**config.mk**
```make
export PLATFORM = sky130hd
export DESIGN_NAME = gpt_timer
export DESIGN_NICKNAME = d
export VERILOG_FILES = /design/src/rtl/gpt_pkg.sv /design/src/rtl/gpt_prescaler.sv /design/src/rtl/gpt_src_sel.sv /design/src/rtl/gpt_counter.sv /design/src/rtl/gpt_timer.sv
export SDC_FILE = /design/constraint.sdc
export NUM_CORES = 1
export LEC_CHECK = 0
export BUFFER_PORTS_ARGS = -buffer_cell sky130_fd_sc_hd__buf_4
export CORE_UTILIZATION = 41
export DETAILED_ROUTE_END_ITERATION = 16
export HOLD_SLACK_MARGIN = 0.02
export PLACE_DENSITY = 0.71
export SYNTH_ARGS = -nofsm -noshare
export SYNTH_HDL_FRONTEND = slang
export SYNTH_SLANG_ARGS = --single-unit
```
**constraint.sdc**
```tcl
create_clock -name clk_i -period 3.6 [get_ports clk_i]
set_clock_uncertainty 0.05 [all_clocks]
set_input_delay 0.18 -clock clk_i [delete_from_list [all_inputs] [get_ports clk_i]]
set_output_delay 0.18 -clock clk_i [all_outputs]
set_load 0.01 [all_outputs]
```
**src/rtl/gpt_pkg.sv**
```systemverilog
package gpt_pkg;
  localparam int ADDR_W   = 4;
  localparam int DATA_W   = 32;
  localparam int MAIN_PW  = 12;
  localparam int OSC_PW   = 4;
  localparam int SWR_LEN  = 4;
  localparam int SWR_CW   = $clog2(SWR_LEN);

  localparam logic [ADDR_W-1:0] A_CTRL = 4'd0;
  localparam logic [ADDR_W-1:0] A_PRE  = 4'd1;
  localparam logic [ADDR_W-1:0] A_STS  = 4'd2;
  localparam logic [ADDR_W-1:0] A_CMP  = 4'd4;
  localparam logic [ADDR_W-1:0] A_CNT  = 4'd9;

  localparam int B_EN     = 0;
  localparam int B_SRC_LO = 6;
  localparam int B_FRR    = 9;
  localparam int B_OSCEN  = 10;
  localparam int B_SWR    = 15;

  typedef enum logic [2:0] {
    SRC_NONE = 3'd0,
    SRC_PER  = 3'd1,
    SRC_OSC  = 3'd5
  } src_e;
endpackage

```
**src/rtl/gpt_prescaler.sv**
```systemverilog
module gpt_prescaler #(
  parameter int W = 12
) (
  input  logic         clk_i,
  input  logic         rst_ni,
  input  logic         clr_i,
  input  logic         tick_i,
  input  logic [W-1:0] div_i,
  output logic         tick_o
);
  logic [W-1:0] phase_q;
  logic         hit;

  assign hit    = (phase_q == div_i);
  assign tick_o = tick_i & hit;

  always_ff @(posedge clk_i or negedge rst_ni) begin
    if (!rst_ni)      phase_q <= '0;
    else if (clr_i)   phase_q <= '0;
    else if (tick_i)  phase_q <= hit ? '0 : phase_q + W'(1);
  end
endmodule

```
**src/rtl/gpt_src_sel.sv**
```systemverilog
module gpt_src_sel
  import gpt_pkg::*;
(
  input  logic       en_i,
  input  logic [2:0] src_i,
  input  logic       osc_en_i,
  input  logic       per_tick_i,
  input  logic       osc_tick_i,
  input  logic       osc_div_tick_i,
  output logic       osc_gate_o,
  output logic       main_tick_o
);
  logic per_sel, osc_sel;

  assign per_sel     = en_i && (src_i == SRC_PER);
  assign osc_sel     = en_i && osc_en_i && (src_i == SRC_OSC);
  // oscillator prescaler only advances while its path is live
  assign osc_gate_o  = osc_sel & osc_tick_i;
  assign main_tick_o = (per_sel & per_tick_i) | (osc_sel & osc_div_tick_i);
endmodule

```
**src/rtl/gpt_counter.sv**
```systemverilog
module gpt_counter #(
  parameter int CNT_W = 32
) (
  input  logic             clk_i,
  input  logic             rst_ni,
  input  logic             clr_i,
  input  logic             tick_i,
  input  logic             restart_i,
  input  logic [CNT_W-1:0] cmp_i,
  output logic [CNT_W-1:0] cnt_o,
  output logic             match_o
);
  logic [CNT_W-1:0] cnt_q, nxt;

  assign nxt     = (restart_i && cnt_q == cmp_i) ? '0 : cnt_q + CNT_W'(1);
  assign match_o = tick_i && (nxt == cmp_i);
  assign cnt_o   = cnt_q;

  always_ff @(posedge clk_i or negedge rst_ni) begin
    if (!rst_ni)     cnt_q <= '0;
    else if (clr_i)  cnt_q <= '0;
    else if (tick_i) cnt_q <= nxt;
  end
endmodule

```
**src/rtl/gpt_timer.sv**
```systemverilog
module gpt_timer
  import gpt_pkg::*;
#(
  parameter int CNT_W = 32
) (
  input  logic              clk_i,
  input  logic              rst_ni,
  input  logic              per_tick_i,
  input  logic              osc_tick_i,
  input  logic              we_i,
  input  logic [ADDR_W-1:0] addr_i,
  input  logic [DATA_W-1:0] wdata_i,
  output logic [DATA_W-1:0] rdata_o
);
  logic               en_q, frr_q, osc_en_q, swr_q;
  logic [2:0]         src_q;
  logic [SWR_CW-1:0]  swr_cnt_q;
  logic [MAIN_PW-1:0] main_div_q;
  logic [OSC_PW-1:0]  osc_div_q;
  logic [CNT_W-1:0]   cmp_q, cnt;
  logic               sts_q;

  logic ctrl_wr, pre_wr, sts_clr, swr_wr, pre_clr;
  logic osc_gate, osc_div_tick, main_tick, cnt_tick, match;

  assign ctrl_wr = we_i && addr_i == A_CTRL && !swr_q;
  assign swr_wr  = ctrl_wr && wdata_i[B_SWR];
  assign pre_wr  = we_i && addr_i == A_PRE;
  assign sts_clr = we_i && addr_i == A_STS && wdata_i[0];
  assign pre_clr = swr_wr || pre_wr;

  always_ff @(posedge clk_i or negedge rst_ni) begin
    if (!rst_ni) begin
      en_q <= 1'b0; frr_q <= 1'b0; osc_en_q <= 1'b0; src_q <= '0;
      swr_q <= 1'b0; swr_cnt_q <= '0;
    end else if (swr_q) begin
      swr_cnt_q <= swr_cnt_q + SWR_CW'(1);
      if (swr_cnt_q == SWR_CW'(SWR_LEN-1)) swr_q <= 1'b0;
    end else if (swr_wr) begin
      en_q <= 1'b0; frr_q <= 1'b0; osc_en_q <= 1'b0; src_q <= '0;
      swr_q <= 1'b1; swr_cnt_q <= '0;
    end else if (ctrl_wr) begin
      en_q     <= wdata_i[B_EN];
      src_q    <= wdata_i[B_SRC_LO +: 3];
      frr_q    <= wdata_i[B_FRR];
      osc_en_q <= wdata_i[B_OSCEN];
    end
  end

  always_ff @(posedge clk_i or negedge rst_ni) begin
    if (!rst_ni) begin
      main_div_q <= '0; osc_div_q <= '0; cmp_q <= '0;
    end else if (we_i) begin
      if (addr_i == A_PRE) begin
        main_div_q <= wdata_i[MAIN_PW-1:0];
        osc_div_q  <= wdata_i[MAIN_PW +: OSC_PW];
      end
      if (addr_i == A_CMP) cmp_q <= wdata_i[CNT_W-1:0];
    end
  end

  always_ff @(posedge clk_i or negedge rst_ni) begin
    if (!rst_ni)      sts_q <= 1'b0;
    else if (swr_wr)  sts_q <= 1'b0;
    else if (match)   sts_q <= 1'b1;
    else if (sts_clr) sts_q <= 1'b0;
  end

  gpt_prescaler #(.W(OSC_PW)) u_osc_pre (
    .clk_i(clk_i), .rst_ni(rst_ni), .clr_i(pre_clr),
    .tick_i(osc_gate), .div_i(osc_div_q), .tick_o(osc_div_tick)
  );

  gpt_src_sel u_sel (
    .en_i(en_q), .src_i(src_q), .osc_en_i(osc_en_q),
    .per_tick_i(per_tick_i), .osc_tick_i(osc_tick_i),
    .osc_div_tick_i(osc_div_tick), .osc_gate_o(osc_gate),
    .main_tick_o(main_tick)
  );

  gpt_prescaler #(.W(MAIN_PW)) u_main_pre (
    .clk_i(clk_i), .rst_ni(rst_ni), .clr_i(pre_clr),
    .tick_i(main_tick), .div_i(main_div_q), .tick_o(cnt_tick)
  );

  gpt_counter #(.CNT_W(CNT_W)) u_cnt (
    .clk_i(clk_i), .rst_ni(rst_ni), .clr_i(swr_wr), .tick_i(cnt_tick),
    .restart_i(!frr_q), .cmp_i(cmp_q), .cnt_o(cnt), .match_o(match)
  );

  always_comb begin
    rdata_o = '0;
    unique case (addr_i)
      A_CTRL: begin
        rdata_o[B_EN]         = en_q;
        rdata_o[B_SRC_LO +: 3] = src_q;
        rdata_o[B_FRR]        = frr_q;
        rdata_o[B_OSCEN]      = osc_en_q;
        rdata_o[B_SWR]        = swr_q;
      end
      A_PRE: begin
        rdata_o[MAIN_PW-1:0]      = main_div_q;
        rdata_o[MAIN_PW +: OSC_PW] = osc_div_q;
      end
      A_STS:   rdata_o[0] = sts_q;
      A_CMP:   rdata_o = DATA_W'(cmp_q);
      A_CNT:   rdata_o = DATA_W'(cnt);
      default: rdata_o = '0;
    endcase
  end
endmodule

```
==> flow_summary.toml, run 1 <==
[floorplanning]
placement_rows = 47
core_sq_um = 16600
fp.dieW_um = 132
io_pins = 73
initial_utilization = 0.419
fp.dieArea_sq_um = 17500
die_y_um = 132

[clock_network]
total_clock_sinks = 106
h-tree-depth = 3
clk_pin_slew_worst_paths_ps = 80
cts_buffer_depth = 2
cts-resized-gates = 0
cts_made_buffers = 9
cts_tree = "done"
clk-insertion-delay-late_ps = 360
cts_root_buf = "sky130_fd_sc_hd__clkbuf_16"

[detailed_routing]
routedWlPerCell_um = 21.2
dr.pass1.iters = 5
wirelength_um = 22900
routed_via_density = 6.04
drtIter0Drc = 571
route.antenna.remaining_nets = 0
route.vias.total = 6518
number_of_remaining_drc_errors = 0

[place]
finalWeightedCongestion = 1.04
hpwl_um = 16800
detailedPlace.worstSlack_ps = 348
dp.cells = 1037
numPortBuffers = 72

[logic_synthesis]
synth-main-ff-cell = "sky130_fd_sc_hd__dfrtp_1"
yosys.cell_count.top_type = "sky130_fd_sc_hd__dfrtp_1"
ys_ff_latch = 106
ys.warnings.count = 0
syn-cell-area_sq_um = 6940
post_synth_main_area_contributors = "sky130_fd_sc_hd__dfrtp_1, sky130_fd_sc_hd__mux2_2, sky130_fd_sc_hd__xnor2_1, sky130_fd_sc_hd__xor2_1, sky130_fd_sc_hd__o21ai_0"
netlist-cell-type-count = 62
synthDominantAreaCellType = "sky130_fd_sc_hd__dfrtp_1"
synth_top_cells_by_count = "sky130_fd_sc_hd__dfrtp_1, sky130_fd_sc_hd__nor2_1, sky130_fd_sc_hd__nand2_1"
synth_top_area_share = 0.382
synth_nets = 815
number_of_enable_flip_flop_cells_after_synthesis = 0
sequential_to_total_area_share_from_yosys_stat = 0.382
post_synthesis_cell_count = 770
synth_async_reset_ratio = 1.00
synth.avg_cell_area_sq_um = 9.01

[setup_path]
timing.critical_path.cells = "ha_1 > nand4_1 > nor4_4 > buf_4 > nor4b_2 > xnor2_1 > nor4b_1 > a31oi_1 > o32ai_1 > o21ai_0 > o31ai_1"
critical_path.slowest_cell = "sky130_fd_sc_hd__dfrtp_1"
crit_family = "simple AND/OR/NAND/NOR gates"
critPathBufInv = 1
reg2reg_depth = 11
critical_path_depth = 11
critPathArrivalTime_ps = 3580
timing.critical_path.fanout_max = 9
timing.critical_path.required_ps = 3820
critPathLaunchType = "flip-flop"
crit_path_max_incr_delay_ps = 530
worstSetupEndpointType = "flip-flop"
critPathKind = "flip-flop to flip-flop"

[global_routing]
overflow = 0
largest_net_degree_at_the_start_of_global_routing = 63
grt_pass1_wl_um = 36400
grt_antenna_before_repair = 0
grt_usage = 0.272
first_global_vias = 6340

[hold_path]
whs_path_depth = 2
holdCritPathClass = "input port to flip-flop"

[timing]
final-setup-viol-count = 0
timing_worst_slew_pin_value_ps = 1210
grt_setup_unrepaired = "no"
fin_crit_ps = 3360
min_period_over_period = 0.935
fin_setup_tns_ps = 0
final.setup.worst_slack_ps = 235
slew-limit-headroom = 0.186
timing.hold.ws_ps = 27.4
fmax_mhz = 297
report.final.hold_viol_count = 0
maxSlewViolCount = 0

[outcome]
status = "finished clean"

[cells_and_area]
fillerInstances = 1571
num-nets-final = 899
drive_gt1_frac = 0.215
flow.area_growth_from_synthesis_pct = 20.4
post_layout_nonfiller_instances = 1079
antennaDiodeCount = 0

[job]
max_cap_viol_count = 0

[power_and_ir_drop]
leakagePower_nw = 3.60
worst_vdd_drop_mv = 0.290
totalPowerFinal_mw = 3.31
power.density_nw_per_um2 = 397
layout by cell type (no fill, tap or decap), drive strengths merged, types with 5 or more instances in the layout:
cell type | Yosys | layout
nor4 | 14 | 14
nor2 | 63 | 63
a21oi | 48 | 48
mux2 | 47 | 47
nand4 | 26 | 26
clkbuf | 38 | 11
xor2 | 39 | 39
dfrtp | 106 | 106
nand2 | 55 | 55
inv | 22 | 24
nor2b | 5 | 5
nor3 | 20 | 20
nand3 | 23 | 23
o21ai | 53 | 53
dlygate4sd3 | 0 | 26
nand2b | 5 | 5
or3 | 15 | 15
a222oi | 11 | 11
a22oi | 21 | 21
a22o | 16 | 16
nand3b | 11 | 11
nor4b | 5 | 5
xnor2 | 48 | 48
and3 | 6 | 6
buf | 20 | 105
final timing paths:
check / end / from / slack (ps)
worst min register to register: src_q[0] / src_q[0] / 460
worst min-delay path: osc_div_q[0] / wdata_i[12] / 30
worst max-delay path: sts_q / u_cnt.cnt_o[0] / 240
worst max register to register: sts_q / u_cnt.cnt_o[0] / 240
min in group asynchronous: u_cnt.cnt_o[31] / rst_ni / 410
max in group asynchronous: u_cnt.cnt_o[1] / rst_ni / 2350
cell families (layout without fill, tap and decap cells):
group           count (synthesis)  after routing  share of synthesized area
compound gates                178            178                      0.165
flops                         106            106                      0.382
simple gates                  265            265                      0.206
fa+ha+maj                       4              4                    0.00721
xor+xnor                       87             87                      0.111
buf+inv                        81            170                     0.0492
mux                            49             49                     0.0791
layout make-up:
cell class | count | area (sq um) | area share
clock inverters | 5 | 45.0 | 0.00539
multi-input cells | 583 | 3980 | 0.476
well taps | 220 | 275 | 0.0329
clock buffers | 11 | 243 | 0.0290
flip-flops and latches | 106 | 2650 | 0.317
repair buffers | 131 | 1070 | 0.128
inverters | 23 | 86.3 | 0.0103
repair_timing:
action	in CTS	in global routing
buffers inserted	0	0
hold buffers	26	0
endpoints found under the hold margin	92	0
layer usage:
| layer | wire length (um) | GRT usage |
|---|---|---|
| met3 | 1510 | 0.0423 |
| met1 | 9630 | 0.362 |
| met4 | 1010 | 0.126 |
| met5 | 0 | 0 |
| met2 | 10800 | 0.437 |
registers in the layout, summed over array words and instances, names as in the netlist:
signal              count
cmp_q                  32
u_cnt.cnt_o            32
main_div_q             12
u_main_pre.phase_q     12
osc_div_q               4
u_osc_pre.phase_q       4
src_q                   3
swr_cnt_q               2
en_q                    1
frr_q                   1
osc_en_q                1
sts_q                   1
swr_q                   1
stage by stage:
stage	util	instance area (sq um)
CTS	0.504	8360
global placement	0.471	7810
floorplan	-	6940
finish	0.504	8360
global route	0.504	8360
detailed placement	0.471	7810
power by group:
group / switching (mW) / internal (mW) / leakage [nW]
Combinational: 0.319 / 0.369 / 2.07
Sequential: 0.275 / 1.35 / 1.39
Clock: 0.500 / 0.500 / 0.138
Power figures use the tool's default switching activity.
==> run 2: changes to the inputs <==
clock period = 3.9 ns   (was 3.6 ns; I/O delays follow)
==> run 2 against run 1 <==
Critical endpoint is now u_cnt.cnt_o[13]. Count of clock-buffer cells in the layout is 1 lower. Cell count is 0.93% lower. Clock power hardly changed. Highest routed layer unchanged. Sequential share of layout area is 0.28 points higher. Critical path type unchanged. Global-route usage is 0.88 points lower.
==> flow_summary.toml, run 2 (synthesis results as in run 1) <==
[timing]
maxSlewViolCount = 0
final-setup-viol-count = 0
fmax_mhz = 304
min_period_over_period = 0.844
report.final.hold_viol_count = 0
slew-limit-headroom = 0.355
timing.hold.ws_ps = 30.9
final.setup.worst_slack_ps = 609
grt_setup_unrepaired = "no"
fin_setup_tns_ps = 0
timing_worst_slew_pin_value_ps = 956
fin_crit_ps = 3290

[power_and_ir_drop]
leakagePower_nw = 3.56
switching_share = 0.320
power.density_nw_per_um2 = 373
seqPwrFrac = 0.488
p_int_mw = 2.10
clock_power_share = 0.317
worst_vdd_drop_mv = 0.298
p_switching_uw = 988
totalPowerFinal_mw = 3.09
pwr-share-comb = 0.195

[global_routing]
grt_usage = 0.263
grt_antenna_before_repair = 0
overflow = 0
grt_pass1_wl_um = 35400
first_global_vias = 6203
largest_net_degree_at_the_start_of_global_routing = 107

[setup_path]
timing.rr.end = "u_cnt.cnt_o[13]"
critPathArrivalTime_ps = 3480
critical_path.most_common_cell = "sky130_fd_sc_hd__buf_4"
crit_path_max_incr_delay_ps = 420
crit_family = "simple AND/OR/NAND/NOR gates"
timing.critical_path.fanout_max = 25
worstSetupEndpointType = "flip-flop"
r2r_start = "u_cnt.cnt_o[7]"
reg2reg_depth = 11
critical_path.slowest_cell = "sky130_fd_sc_hd__dfrtp_1"
critPathKind = "flip-flop to flip-flop"
ff2ff_setup_slack_ps = 610
timing.critical_path.cells = "buf_4 > xor2_1 > nor4_1 > nand4_1 > nor3_2 > buf_4 > buf_4 > nor2_1 > buf_4 > a22oi_1 > nor2_1"
timing.critical_path.required_ps = 4090
critPathLaunchType = "flip-flop"
critPathBufInv = 4

[clock_network]
total_clock_sinks = 106
clk-insertion-delay-late_ps = 370
cts_made_buffers = 9
clk_pin_slew_worst_paths_ps = 80
cts_buffer_depth = 2
cts_tree = "done"
h-tree-depth = 3
cts_root_buf = "sky130_fd_sc_hd__clkbuf_16"

[detailed_routing]
route.vias.total = 6383
number_of_remaining_drc_errors = 0
routedWlPerCell_um = 20.9
drtIter0Drc = 683
wirelength_um = 22300
route.antenna.remaining_nets = 0
routed_via_density = 5.97
dr.pass1.iters = 6

[job]
max_cap_viol_count = 0

[floorplanning]
die_y_um = 132
io_pins = 73
fp.dieW_um = 132
fp.dieArea_sq_um = 17500
core_sq_um = 16600
initial_utilization = 0.419
placement_rows = 47

[hold_path]
holdCritPathClass = "input port to flip-flop"
whs_path_depth = 2
hold_path_startpoint = "wdata_i[6]"
min_to = "cmp_q[6]"

[cells_and_area]
postLayoutCoreUtil = 0.500
mostFrequentLayoutCell = "sky130_fd_sc_hd__dfrtp_1"
final_cell_area_sq_um = 8280
post_layout_nonfiller_instances = 1069
antennaDiodeCount = 0
drive_gt1_frac = 0.212
commonest_cells_after_routing_fill_and_taps_aside = "sky130_fd_sc_hd__dfrtp_1, sky130_fd_sc_hd__buf_4, sky130_fd_sc_hd__nor2_1"
fillerInstances = 1582
flow.area_growth_from_synthesis_pct = 19.4
num-nets-final = 889

[place]
detailedPlace.worstSlack_ps = 706
dp.cells = 1031
hpwl_um = 16000
finalWeightedCongestion = 1.07
numPortBuffers = 72
placed_inst_area_sq_um = 7750

[outcome]
status = "finished clean"
==> run 2: per-layer routing <==
layer  global-route usage  wire length (um)  share of wire
met4                0.118               798          0.036
met1                0.340              9380           0.42
met3               0.0596              1700          0.076
met5                    0                 0              0
met2                0.422             10400           0.47
==> run 2: layout make-up <==
class,count,area (sq um),area share
Tap cell,220,275,0.0332
Sequential cell,106,2650,0.320
Inverter,23,86.3,0.0104
Timing Repair Buffer,121,976,0.118
Multi-Input combinational cell,583,3980,0.481
Clock inverter,6,73.8,0.00891
Clock buffer,10,239,0.0288
==> run 2: worst register-to-register path: cells and delay by family, from the launching register on <==
kind | cells | cell delay, ps
AND/OR/NAND/NOR | 5 | 1200
flip-flops | 1 | 420
AO/OA/AOI/OAI | 1 | 230
buffers and inverters | 4 | 1060
XOR/XNOR | 1 | 210
==> run 2: worst max-delay path by stage <==
stage	start	slack, ps	to	depth (start not counted)
global route	u_cnt.cnt_o[0]	460	sts_q	10
floorplan	u_cnt.cnt_o[1]	1090	sts_q	10
CTS	u_cnt.cnt_o[7]	700	sts_q	11
finish	u_cnt.cnt_o[7]	610	u_cnt.cnt_o[13]	11
detailed placement	u_cnt.cnt_o[7]	710	sts_q	11
global placement	u_cnt.cnt_o[7]	680	sts_q	11
==> run 2: power groups by stage <==
stage / Combinational (mW) / Sequential (mW) / Clock [mW]
after global placement: 0.570 / 1.52 / 0
after global routing: 0.663 / 1.53 / 1.03
after detailed placement: 0.576 / 1.52 / 0
after CTS: 0.600 / 1.50 / 0.993
after floorplan: 0.393 / 1.41 / 0
final: 0.603 / 1.51 / 0.978
==> run 2: timing repair <==
action | 4_1_cts | 5_1_grt
gates resized for setup | 0 | 0
hold buffers | 22 | 0
buffers inserted | 0 | 0
hold endpoints to repair | 131 | 0
